<file path="config.mk">
export PLATFORM = sky130hd
export DESIGN_NAME = serial_front_end
export DESIGN_NICKNAME = d
export VERILOG_FILES = /design/src/rtl/sfe_pkg.sv /design/src/rtl/sfe_rx_fifo.sv /design/src/rtl/sfe_addr_dec.sv /design/src/rtl/sfe_status.sv /design/src/rtl/serial_front_end.sv
export SDC_FILE = /design/constraint.sdc
export NUM_CORES = 1
export LEC_CHECK = 0
export ABC_AREA = 1
export BUFFER_PORTS_ARGS = -buffer_cell sky130_fd_sc_hd__buf_2
export CORE_UTILIZATION = 31
export CTS_CLUSTER_DIAMETER = 30
export DETAILED_ROUTE_END_ITERATION = 8
export HOLD_SLACK_MARGIN = 0.05
export PLACE_DENSITY = 0.47
export RECOVER_POWER = 50
export SLEW_MARGIN = 20
export SYNTH_ARGS = -nofsm -noshare
export SYNTH_HDL_FRONTEND = slang
export SYNTH_SLANG_ARGS = --single-unit
</file>
<file path="constraint.sdc">
create_clock -name clk -period 2.9 [get_ports clk]
set_clock_uncertainty 0.2 [all_clocks]
set_input_delay 0.29 -clock clk [delete_from_list [all_inputs] [get_ports clk]]
set_output_delay 0.29 -clock clk [all_outputs]
set_load 0.05 [all_outputs]
</file>
<file path="src/rtl/sfe_pkg.sv">
package sfe_pkg;
  typedef enum logic [2:0] {
    RG_DATA, RG_STAT, RG_CTRL, RG_SCAL, RG_DBG, RG_NONE
  } reg_sel_e;

  localparam int CB_RX_EN  = 0;
  localparam int CB_TX_EN  = 1;
  localparam int CB_RX_IE  = 2;
  localparam int CB_TX_IE  = 3;

  localparam int SB_RDY    = 0;
  localparam int SB_SHE    = 1;
  localparam int SB_TFE    = 2;
  localparam int SB_OVR    = 4;
  localparam int SB_RHALF  = 8;
  localparam int SB_RFULL  = 10;

  localparam logic [7:0] OFS_DATA  = 8'h00;
  localparam logic [7:0] OFS_DATA3 = 8'h03;
  localparam logic [7:0] OFS_STAT  = 8'h04;
  localparam logic [7:0] OFS_CTRL  = 8'h08;
  localparam logic [7:0] OFS_SCAL  = 8'h0C;
  localparam logic [7:0] OFS_DBG   = 8'h10;
endpackage

</file>
<file path="src/rtl/sfe_rx_fifo.sv">
module sfe_rx_fifo #(
  parameter int DEPTH = 16,
  parameter int W     = 8,
  localparam int AW   = (DEPTH > 1) ? $clog2(DEPTH) : 1,
  localparam int CW   = $clog2(DEPTH + 1)
) (
  input  logic          clk,
  input  logic          rst_n,
  input  logic          push,
  input  logic [W-1:0]  din,
  input  logic          pop,
  output logic [W-1:0]  dout,
  output logic [CW-1:0] count,
  output logic          full,
  output logic          empty
);
  logic [W-1:0]  mem [DEPTH];
  logic [AW-1:0] wp, rp;
  logic          push_ok, pop_ok;

  assign full    = (count == CW'(DEPTH));
  assign empty   = (count == '0);
  assign push_ok = push && !full;
  assign pop_ok  = pop && !empty;
  assign dout    = empty ? '0 : mem[rp];

  function automatic logic [AW-1:0] bump(input logic [AW-1:0] p);
    return (p == AW'(DEPTH - 1)) ? '0 : p + 1'b1;
  endfunction

  always_ff @(posedge clk) begin
    if (push_ok) mem[wp] <= din;
  end

  always_ff @(posedge clk or negedge rst_n) begin
    if (!rst_n) begin
      wp    <= '0;
      rp    <= '0;
      count <= '0;
    end else begin
      if (push_ok) wp <= bump(wp);
      if (pop_ok)  rp <= bump(rp);
      case ({push_ok, pop_ok})
        2'b10:   count <= count + 1'b1;
        2'b01:   count <= count - 1'b1;
        default: count <= count;
      endcase
    end
  end


  count_bound_chk: assert property (@(posedge clk) disable iff (!rst_n)
    count <= CW'(DEPTH));


  empty_pop_chk: assert property (@(posedge clk) disable iff (!rst_n)
    (pop && empty && !push) |=> empty);
endmodule

</file>
<file path="src/rtl/sfe_addr_dec.sv">
module sfe_addr_dec
  import sfe_pkg::*;
(
  input  logic [7:0] ofs,
  output reg_sel_e   sel
);
  always_comb begin
    unique case (ofs)
      OFS_DATA, OFS_DATA3: sel = RG_DATA;
      OFS_STAT:            sel = RG_STAT;
      OFS_CTRL:            sel = RG_CTRL;
      OFS_SCAL:            sel = RG_SCAL;
      OFS_DBG:             sel = RG_DBG;
      default:             sel = RG_NONE;
    endcase
  end
endmodule

</file>
<file path="src/rtl/sfe_status.sv">
module sfe_status
  import sfe_pkg::*;
#(
  parameter int DEPTH = 16,
  localparam int CW   = $clog2(DEPTH + 1),
  localparam int HALF = DEPTH / 2
) (
  input  logic          clk,
  input  logic          rst_n,
  input  logic [CW-1:0] count,
  input  logic          full,
  input  logic          drop,
  output logic [31:0]   word
);
  logic ovr_q;

  always_ff @(posedge clk or negedge rst_n) begin
    if (!rst_n)    ovr_q <= 1'b0;
    else if (drop) ovr_q <= 1'b1;
  end

  always_comb begin
    word           = '0;
    word[SB_RDY]   = (count != '0);
    word[SB_SHE]   = 1'b1;
    word[SB_TFE]   = 1'b1;
    word[SB_OVR]   = ovr_q;
    word[SB_RHALF] = (count >= CW'(HALF));
    word[SB_RFULL] = full;
  end


  ovr_sticky_chk: assert property (@(posedge clk) disable iff (!rst_n)
    ovr_q |=> ovr_q);
endmodule

</file>
<file path="src/rtl/serial_front_end.sv">
module serial_front_end
  import sfe_pkg::*;
#(
  parameter int ADDR_W = 12,
  parameter int DEPTH  = 16,
  localparam int CW    = $clog2(DEPTH + 1)
) (
  input  logic              clk,
  input  logic              rst_n,
  input  logic              psel,
  input  logic              penable,
  input  logic              pwrite,
  input  logic [ADDR_W-1:0] paddr,
  input  logic [31:0]       pwdata,
  output logic [31:0]       prdata,
  output logic              pready,
  output logic              pslverr,
  input  logic              rx_valid,
  input  logic [7:0]        rx_data,
  output logic              rx_ready,
  output logic              tx_valid,
  output logic [7:0]        tx_data,
  input  logic              tx_ready,
  output logic              irq
);
  reg_sel_e      sel;
  logic [31:0]   ctrl_q;
  logic [31:0]   stat_w;
  logic [7:0]    head;
  logic [CW-1:0] cnt;
  logic          f_full, f_empty;
  logic          acc, done, pop, rx_store, rx_drop, irq_q;

  sfe_addr_dec u_dec (.ofs(paddr[7:0]), .sel(sel));

  assign acc      = psel && penable;
  assign tx_valid = acc && pwrite && (sel == RG_DATA) && ctrl_q[CB_TX_EN];
  assign tx_data  = pwdata[7:0];
  assign pready   = !(tx_valid && !tx_ready);
  assign pslverr  = 1'b0;
  assign done     = acc && pready;
  assign pop      = done && !pwrite && (sel == RG_DATA);
  assign rx_ready = 1'b1;
  assign rx_store = rx_valid && ctrl_q[CB_RX_EN] && !f_full;
  assign rx_drop  = rx_valid && ctrl_q[CB_RX_EN] && f_full;

  sfe_rx_fifo #(.DEPTH(DEPTH), .W(8)) u_fifo (
    .clk(clk), .rst_n(rst_n), .push(rx_store), .din(rx_data),
    .pop(pop), .dout(head), .count(cnt), .full(f_full), .empty(f_empty)
  );

  sfe_status #(.DEPTH(DEPTH)) u_stat (
    .clk(clk), .rst_n(rst_n), .count(cnt), .full(f_full),
    .drop(rx_drop), .word(stat_w)
  );

  always_ff @(posedge clk or negedge rst_n) begin
    if (!rst_n) begin
      ctrl_q <= '0;
      irq_q  <= 1'b0;
    end else begin
      if (done && pwrite && (sel == RG_CTRL)) ctrl_q <= pwdata;
      irq_q <= (rx_store && ctrl_q[CB_RX_IE]) ||
               (tx_valid && tx_ready && ctrl_q[CB_TX_IE]);
    end
  end
  assign irq = irq_q;

  always_comb begin
    prdata = '0;
    if (acc && !pwrite) begin
      case (sel)
        RG_DATA: prdata = {24'h0, head};
        RG_STAT: prdata = stat_w;
        RG_CTRL: prdata = ctrl_q;
        default: prdata = '0;
      endcase
    end
  end


  tx_stall_chk: assert property (@(posedge clk) disable iff (!rst_n)
    (tx_valid && !tx_ready) |-> !pready);


  irq_cause_chk: assert property (@(posedge clk) disable iff (!rst_n)
    irq |-> $past(rx_valid || tx_valid));


  full_hold_chk: assert property (@(posedge clk) disable iff (!rst_n)
    (rx_valid && f_full && !pop) |=> f_full);
endmodule

</file>
### Word-level counts from Yosys, hierarchy flattened

Memories as Yosys holds them, arrays and structs flattened.
Cells that the tools add are included.

* memory bits (writable): 128
* memories kept: 1
* output and inout port bits: 45
* flip-flop bits (word level): 47

* magnitude comparators: 1
* muxes and demuxes: 9
* reductions and logical operators: 31
* eq/ne operators: 12
* $add $sub $neg: 4

Memories
* u_fifo.mem: depth 16, width 8, rd ports 1, clocked after Yosys merged registers in 0, wr ports 1, line sfe_rx_fifo.sv:17 `logic [W-1:0] mem [DEPTH];`

Operators with widths (number)
* 32-bit one-hot mux with 3 select lines: 1
* 32-bit two-way mux: 1
* 1-bit logical AND: 19
* 8-bit by 4-bit equality test with 1-bit output, second input constant: 2
* 3-bit one-hot mux with 5 select lines: 1
* 5-bit one-hot mux with 2 select lines: 1
* 4-bit by 1-bit adder with 4-bit output, second input constant: 2
* 4-bit equality test, second input constant: 2
* 8-bit by 2-bit equality test with 1-bit output, second input constant: 1
* 8-bit by 3-bit equality test with 1-bit output, second input constant: 1
* 8-bit by 5-bit equality test with 1-bit output, second input constant: 1
* 8-bit logical NOT: 1
* 4-bit two-way mux: 2
* 8-bit two-way mux: 1
* 5-bit by 1-bit adder with 5-bit output, second input constant: 1
* 5-bit equality test, second input constant: 1
* 5-bit by 4-bit greater-or-equal comparator with 1-bit output, second input constant: 1
* 1-bit logical NOT: 5
* 5-bit logical NOT: 1
* 5-bit nonzero test: 1
* 5-bit by 1-bit subtractor with 5-bit output, second input constant: 1
* 3-bit by 1-bit equality test with 1-bit output, second input constant: 1
* 3-bit by 2-bit equality test with 1-bit output, second input constant: 1
* 3-bit logical NOT: 1
* other kinds (6): 7

### Longest topological paths before layout

Gate-level depths: netlist (run 1).

* word-level depth: 14
* mapped depth: 15
* mapped depth without buffers: 15

### Hierarchy

A second synthesis (run 1) with hierarchy kept.

* cell total of the unflattened synthesis: 935
* area, all modules: 8659.6 µm²

Modules (own cells, without submodules)
* sfe_rx_fifo: cells each 560, area an instance 6083.3 µm², times used 1, seq. area each 4169.0 µm²
* serial_front_end: cells each 310, area an instance 2178.3 µm², times used 1, seq. area each 825.8 µm²
* sfe_status: cells each 39, area an instance 284.0 µm², times used 1, seq. area each 25.0 µm²
* sfe_addr_dec: cells each 26, area an instance 113.9 µm², times used 1, seq. area each 0.0 µm²

### Worst setup path after synthesis (run 1)

OpenSTA, ideal clock, no wires.

* path type: reg2out
* from: register u_fifo.rp[0]
* to: output port prdata[0]
* buffers on the path: 3
* data arrival time: 1929 ps
* cell stages (with the launch flop): 11
* path slack: 481 ps
* required time: 2410 ps
* cells stage by stage: dfrtp_1 buf_2 buf_6 buf_4 nor2_1 nor2_1 nor2_1 nand2_1 nand2_1 nand2_1 a21oi_1

* longest elaborated chain between the ends: 4

RTL lines
* start: declaration: line sfe_rx_fifo.sv:18 `logic [AW-1:0] wp, rp;`
* start signal: assignment: line sfe_rx_fifo.sv:42 `if (pop_ok) rp <= bump(rp);`
* memory 16 x 8 bit
* 8-bit two-way mux: line sfe_rx_fifo.sv:25 `assign dout = empty ? '0 : mem[rp];`
* 32-bit one-hot mux with 3 select lines: line serial_front_end.sv:72 `case (sel)`
* 32-bit two-way mux: line serial_front_end.sv:71 `if (acc && !pwrite) begin`
* end: declaration: line serial_front_end.sv:15 `output logic [31:0] prdata,`

No other way between the ends.

### Final worst setup path (run 1)

* from: register u_fifo.rp[1]
* to: output port prdata[5]

Same word-level chain as after synthesis.

==> out/summary.txt, run 1 <==
Synth Register Bits -> 175
Overflow after GRT -> 0
Synthesized cell area -> 8000 µm²
First-pass GRT wire length -> 30.3 mm
Clk sinks -> 175
Worst vdd ir -> 0.325 mV
Required time worst endpoint -> 2410 ps
Row cnt -> 58
# diodes -> 0
YS warnings -> 0
Core Box Area -> 25300 µm²
EDFF count, synth -> 128
Antenna-violating nets left -> 0
Nets -> 990
Max Fclk -> 357 MHz
Area fraction of the dominant cell type after synthesis -> 48.0%
Fin Setup TNS -> 0 ps
DRT iter0 DRCs -> 340
Fin crit share -> 96.7%
Worst Max-Slew Pin Slew -> 1650 ps
Ports -> 104
Status -> finished, violations left
Gate Count Post-Synth -> 774
PD cells -> 557 nW/µm²
Static Leakage -> 4.30 nW
Cell total after placement -> 1198
# setup viols final -> 0
Peak fanout along the critical path -> 16
Setup crit end kind -> output pin
WL per Instance -> 15.9 µm
Post-Layout Cell Count -> 1266
Dominant synthesized flop cell -> edfxtp_1
Fin. Hold Viols -> 0
Async SR Flop Fraction -> 26.9%
Max-Cap Viols -> 1
Final wirelength -> 20.1 mm
Total GRT Usage -> 15.5%
Total Power -> 5.56 mW
PortBufs -> 97
Fill cell count -> 2452
Die X -> 163 µm
Initial core utilization -> 31.7%
Synth-to-Final Area Change -> 24.8%
CTS H-tree lvls -> 4
Clk Latency, worst-skew pair -> 430 ps
Post-DP Area -> 8960 µm²
Area of the multi-input gates -> 2560 µm²
Number of buffers created by CTS -> 17
Post-DP HPWL -> 13.0 mm
Largest net degree at the start of global routing -> 29
Pre-Repair DR Iteration Count -> 5
Post-synth net total -> 841
Mean post-synth cell area -> 10.3 µm²
RSZ-0062 raised after global routing -> true
Most common cell in the netlist -> nand2_1
Number of global-route vias before repair -> 5342
Fin util -> 39.5%
Crit start category -> register
Data arrival time of the critical path -> 2310 ps
Die ar. -> 26500 µm²
TritonCTS clock tree -> done
GPL Wtd Cong -> 0.759
Vias per cell -> 4.48
Hold Path Class -> in2reg
Initial antenna violation count -> 0
Clock buffer depth -> 2
Failing checks -> max-capacitance violations, max-slew violations
Post-route DRC -> 0
Final Max Slew Viols -> 29
Sequential area share after synthesis -> 62.7%
Root buf cell -> clkbuf_16
Register area -> 5020 µm²
Max transition margin -> -9.83%
Share of layout cells above drive strength 1 -> 21.9%
Via count -> 5672
Commonest cells post-synth -> nand2_1, edfxtp_1, nor2_1
Ranking of synthesized cells by area -> edfxtp_1, dfrtp_1, nand2_1
Clk slew on worst S/H paths -> 70 ps
Fin crit period -> 2800 ps
WS Path Type -> reg2out
Unique masters post-synth -> 32
Final Cell Area -> 9990 µm²
Die H -> 163 µm
Synth area leader -> edfxtp_1
## routing by layer
layer | up-vias | part of all wire [%] | GRT usage [%]
met5 | - | 0 | 0
met4 | 0 | 1.8 | 5.78
met3 | 23 | 2.5 | 2.57
met2 | 92 | 50 | 25.5
met1 | 2728 | 46 | 20.5
li1 | 2829 | - | -
## state kept, by name (all words and copies together), names as in the netlist
name,cells
u_stat.ovr_q,1
u_fifo.wp,4
u_fifo.count,5
u_fifo.rp,4
irq,1
ctrl_q,32
u_fifo.mem,128
## logic make-up (layout without fill, tap and decap cells)
family	Yosys count	count (layout)	share of synthesized area (%)
buffers and inverters	88	250	5.41
AOI/OAI and AO/OA	45	45	2.86
other	2	2	0.0938
adders and majority gates	8	8	1.25
xor gates and xnor gates	7	7	0.766
muxes	32	32	5.91
DFF	175	175	62.7
and+or+nand+nor	417	417	21.0
## cell type report
type	instances	share of cell area [%]
clock buffer	17	4.26
clock inverter	15	2.05
inverter	49	1.94
multi-input combinational	511	25.7
sequential	175	50.3
tap	330	4.13
timing repair buffer	169	11.6
## report_power, final
| group | switching, mW | internal [mW] | leakage, nW | total, mW |
|---|---|---|---|---|
| logic | 0.268 | 0.153 | 2.23 | 0.421 |
| registers | 0.0278 | 2.71 | 1.76 | 2.74 |
| clock network | 1.14 | 1.26 | 0.305 | 2.40 |
| total | 1.44 | 4.13 | 4.30 | 5.56 |
## cell usage in the layout (no fill, tap or decap), types with 4 or more instances in the layout
master	n
nand2_1	243
edfxtp_1	128
nor2_1	101
buf_2	79
nand3_1	59
dfrtp_1	45
inv_1	42
dlygate4sd3_1	36
buf_4	36
mux2_4	30
a21oi_1	17
clkbuf_16	17
o21ai_0	13
o21ai_1	13
clkbuf_1	11
ha_1	8
xor2_1	5
nor2_2	5
inv_2	4
inv_8	4
clkinv_8	4
## per-stage QoR
| step | setup slack, ps | hold WS, ps |
|---|---|---|
| 2_1_floorplan | 481 | -206 |
| 3_3_place_gp | 260 | 168 |
| 3_5_place_dp | 232 | 177 |
| 4_1_cts | 6.45 | 57.3 |
| 5_1_grt | -29.7 | 131 |
| 6_report | 96.2 | 122 |
## path summary, 6_finish.rpt
check                      cells past startpoint       startpoint  slack (ps)         endpoint
max in group asynchronous                      3            rst_n         780        ctrl_q[8]
min                                            5           pwrite         120              irq
max                                           11     u_fifo.rp[1]         100        prdata[5]
min reg2reg                                    2     u_stat.ovr_q         280     u_stat.ovr_q
min in group asynchronous                      2            rst_n         590       ctrl_q[21]
max reg2reg                                   13  u_fifo.count[3]         330  u_fifo.count[4]
## worst max-delay path, stage by stage, from the launching register on
cell and delay [ps]:
dfrtp_2 450, buf_4 160, nand2_1 130, inv_4 110
nand3_1 90, nand2_1 50, nor2_1 170, nand2_1 150
nand2_1 90, nand2_1 90, a21oi_1 150, buf_4 220
## what timing repair did
item / 4_1_cts / 5_1_grt
hold buffers: 36 / 0
setup buffers: 0 / 0
gates resized for setup: 6 / 18
hold endpoints to repair: 63 / 0
setup endpoints to repair: 8 / 9
No activity file was read; power rests on OpenSTA's default activity.
==> inputs of run 2 (changes only) <==
--- a/config.mk
+++ b/config.mk
@@ -13,7 +13,7 @@
 export HOLD_SLACK_MARGIN = 0.05
 export PLACE_DENSITY = 0.47
 export RECOVER_POWER = 50
-export SLEW_MARGIN = 20
 export SYNTH_ARGS = -nofsm -noshare
 export SYNTH_HDL_FRONTEND = slang
+export SYNTH_HIERARCHICAL = 1
 export SYNTH_SLANG_ARGS = --single-unit
==> out/summary.txt, run 2 <==
Row cnt -> 60
Crit path max-delay cell type -> dfrtp_2
Root buf cell -> clkbuf_16
Post-DP Area -> 9550 µm²
Die X -> 169 µm
Core Box Area -> 27200 µm²
Mean post-synth cell area -> 9.27 µm²
Fin. Hold Viols -> 0
Worst vdd ir -> 0.468 mV
Setup crit end kind -> output pin
Number of global-route vias before repair -> 6287
Biggest regs -> u_fifo/mem: 128 flops, ctrl_q: 32 flops, u_fifo/count: 5 flops
Via count -> 6546
Clk Latency, worst-skew pair -> 420 ps
Die H -> 169 µm
Die ar. -> 28600 µm²
Post-Layout Cell Count -> 1461
Worst Max-Slew Pin Slew -> 1750 ps
Most used cell, CP -> nand3_1
Crit path largest cell delay -> 470 ps
Met3 layer usage reported by global route -> 2.55%
Ports -> 104
Nets -> 1143
Static Leakage -> 4.62 nW
Fin crit period -> 2770 ps
Fin crit share -> 95.4%
PortBufs -> 97
Most frequent cells in the layout -> nand2_1, edfxtp_1, nand3_1
# setup viols final -> 0
Cell total after placement -> 1390
Pre-Repair DR Iteration Count -> 5
Data arrival time of the critical path -> 2280 ps
Post-route DRC -> 0
Max-Cap Viols -> 1
First-pass GRT wire length -> 35.6 mm
Post-DP HPWL -> 14.7 mm
Synthesized cell area -> 8660 µm²
YS warnings -> 6
Peak fanout along the critical path -> 11
Initial antenna violation count -> 0
Final Cell Area -> 10700 µm²
Total GRT Usage -> 16.3%
CTS H-tree lvls -> 4
GPL Wtd Cong -> 0.797
CP cell instances -> clkinv_4 -> buf_12 -> nand2_1 -> nand3_1 -> nand3_1 -> nand3_1 -> nand2_1 -> nor2_1 -> nand3_1 -> nand3_1 -> nand2_1 -> inv_1 -> buf_6
Synth-to-Final Area Change -> 23.2%
WL per Instance -> 15.8 µm
Met2 GRT Util -> 26.9%
Required time worst endpoint -> 2410 ps
Max Fclk -> 361 MHz
Met1 Resource Use GR -> 22.1%
Largest net degree at the start of global routing -> 42
Overflow after GRT -> 0
Fin util -> 39.2%
Final wirelength -> 23.1 mm
Clk slew on worst S/H paths -> 90 ps
Failing checks -> max-capacitance violations, max-slew violations
RSZ-0062 raised after global routing -> true
Gate Count Post-Synth -> 934
Number of buffers created by CTS -> 17
TritonCTS clock tree -> done
Clock buffer depth -> 2
Largest Register -> u_fifo/mem
R2R Setup Slk -> 310 ps
Number of flip-flops in the largest register -> 128
Initial core utilization -> 31.9%
Antenna-violating nets left -> 0
DRT iter0 DRCs -> 530
WS Path Type -> reg2out
Commonest non-fill, non-tap cell in the layout -> nand2_1
Busiest grt layer -> met2
Clk sinks -> 175
Hold Path Class -> in2reg
Status -> finished, violations left
# diodes -> 0
Vias per cell -> 4.48
PD cells -> 596 nW/µm²
Max transition margin -> -16.4%
Total Power -> 6.35 mW
Share of layout cells above drive strength 1 -> 17.8%
Final Max Slew Viols -> 31
Crit start category -> register
==> run 2: layer usage <==
layer | part of all wire, % | wire length [µm]
met5 | 0 | 0
met4 | 1.4 | 314
met3 | 2.9 | 667
met2 | 49 | 11200
met1 | 47 | 10900
==> run 2: layout make-up <==
class / count / area (µm²)
Inverter: 54 / 210
Clock buffer: 17 / 425
Sequential cell: 175 / 5020
Tap cell: 372 / 465
Timing Repair Buffer: 182 / 1350
Fill cell: 2711 / 16500
Clock inverter: 15 / 214
Multi-Input combinational cell: 646 / 2970
==> run 2: path summary, 6_finish.rpt <==
check	from	end	cells past startpoint
max	u_fifo/rp[0]	prdata[7]	13
min	pwrite	ctrl_q[29]	4
max reg2reg	u_fifo/count[1]	u_fifo/count[4]	14
min reg2reg	u_stat/ovr_q	u_stat/ovr_q	1
max in group asynchronous	rst_n	ctrl_q[0]	3
min in group asynchronous	rst_n	ctrl_q[16]	2
==> run 2: timing repair <==
action                                 CTS  global route
hold buffers                            35             0
setup endpoints to repair                5             9
endpoints found under the hold margin   63             0
pin swaps                                0             1
gates resized for setup                  5            26
gates cloned                             0             3
setup buffers                            0             1
==> run 2: through the flow <==
| stage | setup WS, ps | TNS, ps | hold WS [ps] |
|---|---|---|---|
| finish | 132 | 0 | 175 |
| CTS | 2.47 | 0 | 66.3 |
| global placement | -0.621 | -0.621 | 189 |
| detailed placement | -18.5 | -18.5 | 197 |
| global route | -17.1 | -40.5 | 188 |
| floorplan | 49.0 | 0 | -206 |
==> run 2: where the power goes <==
part | switching [mW] | internal [mW]
combinational | 0.594 | 0.286
sequential | 0.125 | 2.92
clock | 1.21 | 1.22
total | 1.93 | 4.43
==> run 2: critical path: cells and delay by family (launching register included) <==
kind                   cells  cell delay, ps
buffers and inverters      4             500
AND/OR/NAND/NOR            9             850
flip-flops                 1             470
==> inputs of run 3 (changes only) <==
--- a/config.mk
+++ b/config.mk
@@ -7,11 +7,11 @@
 export LEC_CHECK = 0
 export ABC_AREA = 1
 export BUFFER_PORTS_ARGS = -buffer_cell sky130_fd_sc_hd__buf_2
-export CORE_UTILIZATION = 31
+export CORE_UTILIZATION = 59
 export CTS_CLUSTER_DIAMETER = 30
 export DETAILED_ROUTE_END_ITERATION = 8
 export HOLD_SLACK_MARGIN = 0.05
-export PLACE_DENSITY = 0.47
+export PLACE_DENSITY = 0.8
 export RECOVER_POWER = 50
 export SYNTH_ARGS = -nofsm -noshare
 export SYNTH_HDL_FRONTEND = slang
==> out/summary.txt, run 3 (synthesis results as in run 2) <==
Largest Register -> u_fifo/mem
Max-Cap Viols -> 0
Wl on met1 -> 8.88 mm
Max Fclk -> 349 MHz
Final wirelength -> 22.7 mm
P_sw -> 1.68 mW
DRT iter0 DRCs -> 780
Number of buffers created by CTS -> 17
Internal Power -> 4.49 mW
Commonest non-fill, non-tap cell in the layout -> nand2_1
RSZ-0062 raised after global routing -> true
Comb power frac -> 14.7%
CTS H-tree lvls -> 4
R2R Setup Slk -> 240 ps
Crit path largest cell delay -> 570 ps
Final worst setup slack -> 30.6 ps
Required time worst endpoint -> 2410 ps
Fin crit share -> 98.9%
Overflow after GRT -> 0
Final Max Slew Viols -> 0
Final Cell Area -> 10500 µm²
Clock buffer depth -> 2
Fin. Hold Viols -> 0
Worst Max-Slew Pin Slew -> 1170 ps
Initial antenna violation count -> 1
Initial core utilization -> 61.4%
Ports -> 104
WS Path Type -> reg2out
Die ar. -> 15200 µm²
Post-route DRC -> 0
GPL Wtd Cong -> 0.837
Root buf cell -> clkbuf_16
Via count -> 7314
Crit start category -> register
Sequential share of power -> 49.6%
FF-to-FF End -> u_fifo/count[4]
Data arrival time of the critical path -> 2380 ps
Worst vdd ir -> 0.562 mV
PortBufs -> 97
Nets -> 1144
Total GRT Usage -> 29.1%
PD cells -> 589 nW/µm²
Row cnt -> 43
CP cell instances -> clkinv_8 -> buf_12 -> nand2_1 -> nand2_1 -> a21oi_1 -> nand3_1 -> nand2_1 -> nor2_1 -> nand3_1 -> nand3_1 -> nand2_1 -> inv_1 -> buf_6
TritonCTS clock tree -> done
Critical Path End -> prdata[3]
Crit path max-delay cell type -> dfrtp_4
Vias per cell -> 5.75
Most frequent cells in the layout -> nand2_1, edfxtp_1, nand3_1
Post-DP Area -> 9240 µm²
Die H -> 123 µm
Hold Worst Slack -> 238 ps
Pre-Repair DR Iteration Count -> 6
Number of flip-flops in the largest register -> 128
Setup crit start -> u_fifo/rp[0]
Die X -> 123 µm
R2R Path Start -> u_fifo/count[1]
Antenna-violating nets left -> 0
WL per Instance -> 17.9 µm
Synth-to-Final Area Change -> 20.9%
R2R cell count -> 14
Met3 WL -> 1.93 mm
WL met2 -> 10.9 mm
Largest net degree at the start of global routing -> 74
Top sig layer -> met4
Fin util -> 74.3%
Share of layout cells above drive strength 1 -> 18.8%
Number of global-route vias before repair -> 6527
Hold Path Class -> in2reg
Clk pwr share -> 35.7%
Max transition margin -> 21.9%
Clk slew on worst S/H paths -> 60 ps
Static Leakage -> 4.61 nW
Setup crit end kind -> output pin
Peak fanout along the critical path -> 13
Most used cell, CP -> nand2_1
# setup viols final -> 0
Fin crit period -> 2870 ps
First-pass GRT wire length -> 32.7 mm
Clk sinks -> 175
Status -> finished clean
Core Box Area -> 14100 µm²
Post-Place Setup Slack -> 4.21 ps
Biggest regs -> u_fifo/mem: 128 flops, ctrl_q: 32 flops, u_fifo/count: 5 flops
Clk Latency, worst-skew pair -> 430 ps
Switching part of the total -> 27.3%
Post-DP HPWL -> 12.8 mm
run 3: cell count changes in the layout (fill, tap and decap cells not counted), moves of 4 or more:
| cell | change |
|---|---|
| nand2_2 | +4 |
| a21oi_1 | -8 |
| clkinvlp_4 | +4 |
| nand2_1 | -5 |
| inv_12 | -6 |
| a21oi_2 | +8 |
run 3: final cells by class:
class                      count  area, µm²
sequential                   175       5020
fill                         904       3630
multi-input combinational    646       3040
timing repair buffer         183       1380
clock buffer                  18        429
tap                          180        225
inverter                      54        219
clock inverter                13        139
antenna                        2       5.00
run 3: critical path, delay by kind of cell (launching register included):
family,cells,cell delay [ps]
AND/OR/NAND/NOR,8,650
flip-flops,1,570
buffers and inverters,4,500
AO/OA/AOI/OAI,1,220
run 3: worst min-delay path by stage:
stage / from / end / slack [ps] / depth (start not counted)
floorplan: rst_n / ctrl_q[0] / -210 / 0
global placement: u_stat/ovr_q / u_stat/ovr_q / 250 / 1
detailed placement: u_stat/ovr_q / u_stat/ovr_q / 250 / 1
CTS: rx_data[2] / u_fifo/mem[7][2] / 50 / 1
global route: rx_data[2] / u_fifo/mem[7][2] / 270 / 1
finish: pwrite / ctrl_q[29] / 240 / 4
run 3: power by group through the flow:
stage | combinational, mW | sequential, mW | clock (mW)
after floorplan | 0.569 | 3.07 | 0
after global placement | 0.793 | 3.10 | 0
after detailed placement | 0.812 | 3.10 | 0
after CTS | 0.858 | 3.05 | 2.21
after global routing | 0.991 | 3.08 | 2.31
final | 0.904 | 3.06 | 2.20
run 3: timing repair:
item,4_1_cts,5_1_grt
setup endpoints to repair,3,10
hold buffers,36,0
gates cloned,0,7
pin swaps,0,7
buffers inserted,0,4
gates resized for setup,4,49
hold endpoints to repair,81,0
run 3: metal layers:
| metal | up-vias | track usage [%] |
|---|---|---|
| met1 | 3473 | 37.2 |
| li1 | 3330 | - |
| met4 | 0 | 15.0 |
| met3 | 89 | 6.60 |
| met2 | 422 | 46.5 |
| met5 | - | 0 |
run 3: metrics by stage:
stage,std cells,power (mW),TNS [ps]
2_1_floorplan,960,3.64,0
3_3_place_gp,1191,3.89,0
3_5_place_dp,1191,3.92,0
4_1_cts,1258,6.12,0
5_1_grt,1270,6.38,-194
6_report,1271,6.17,0
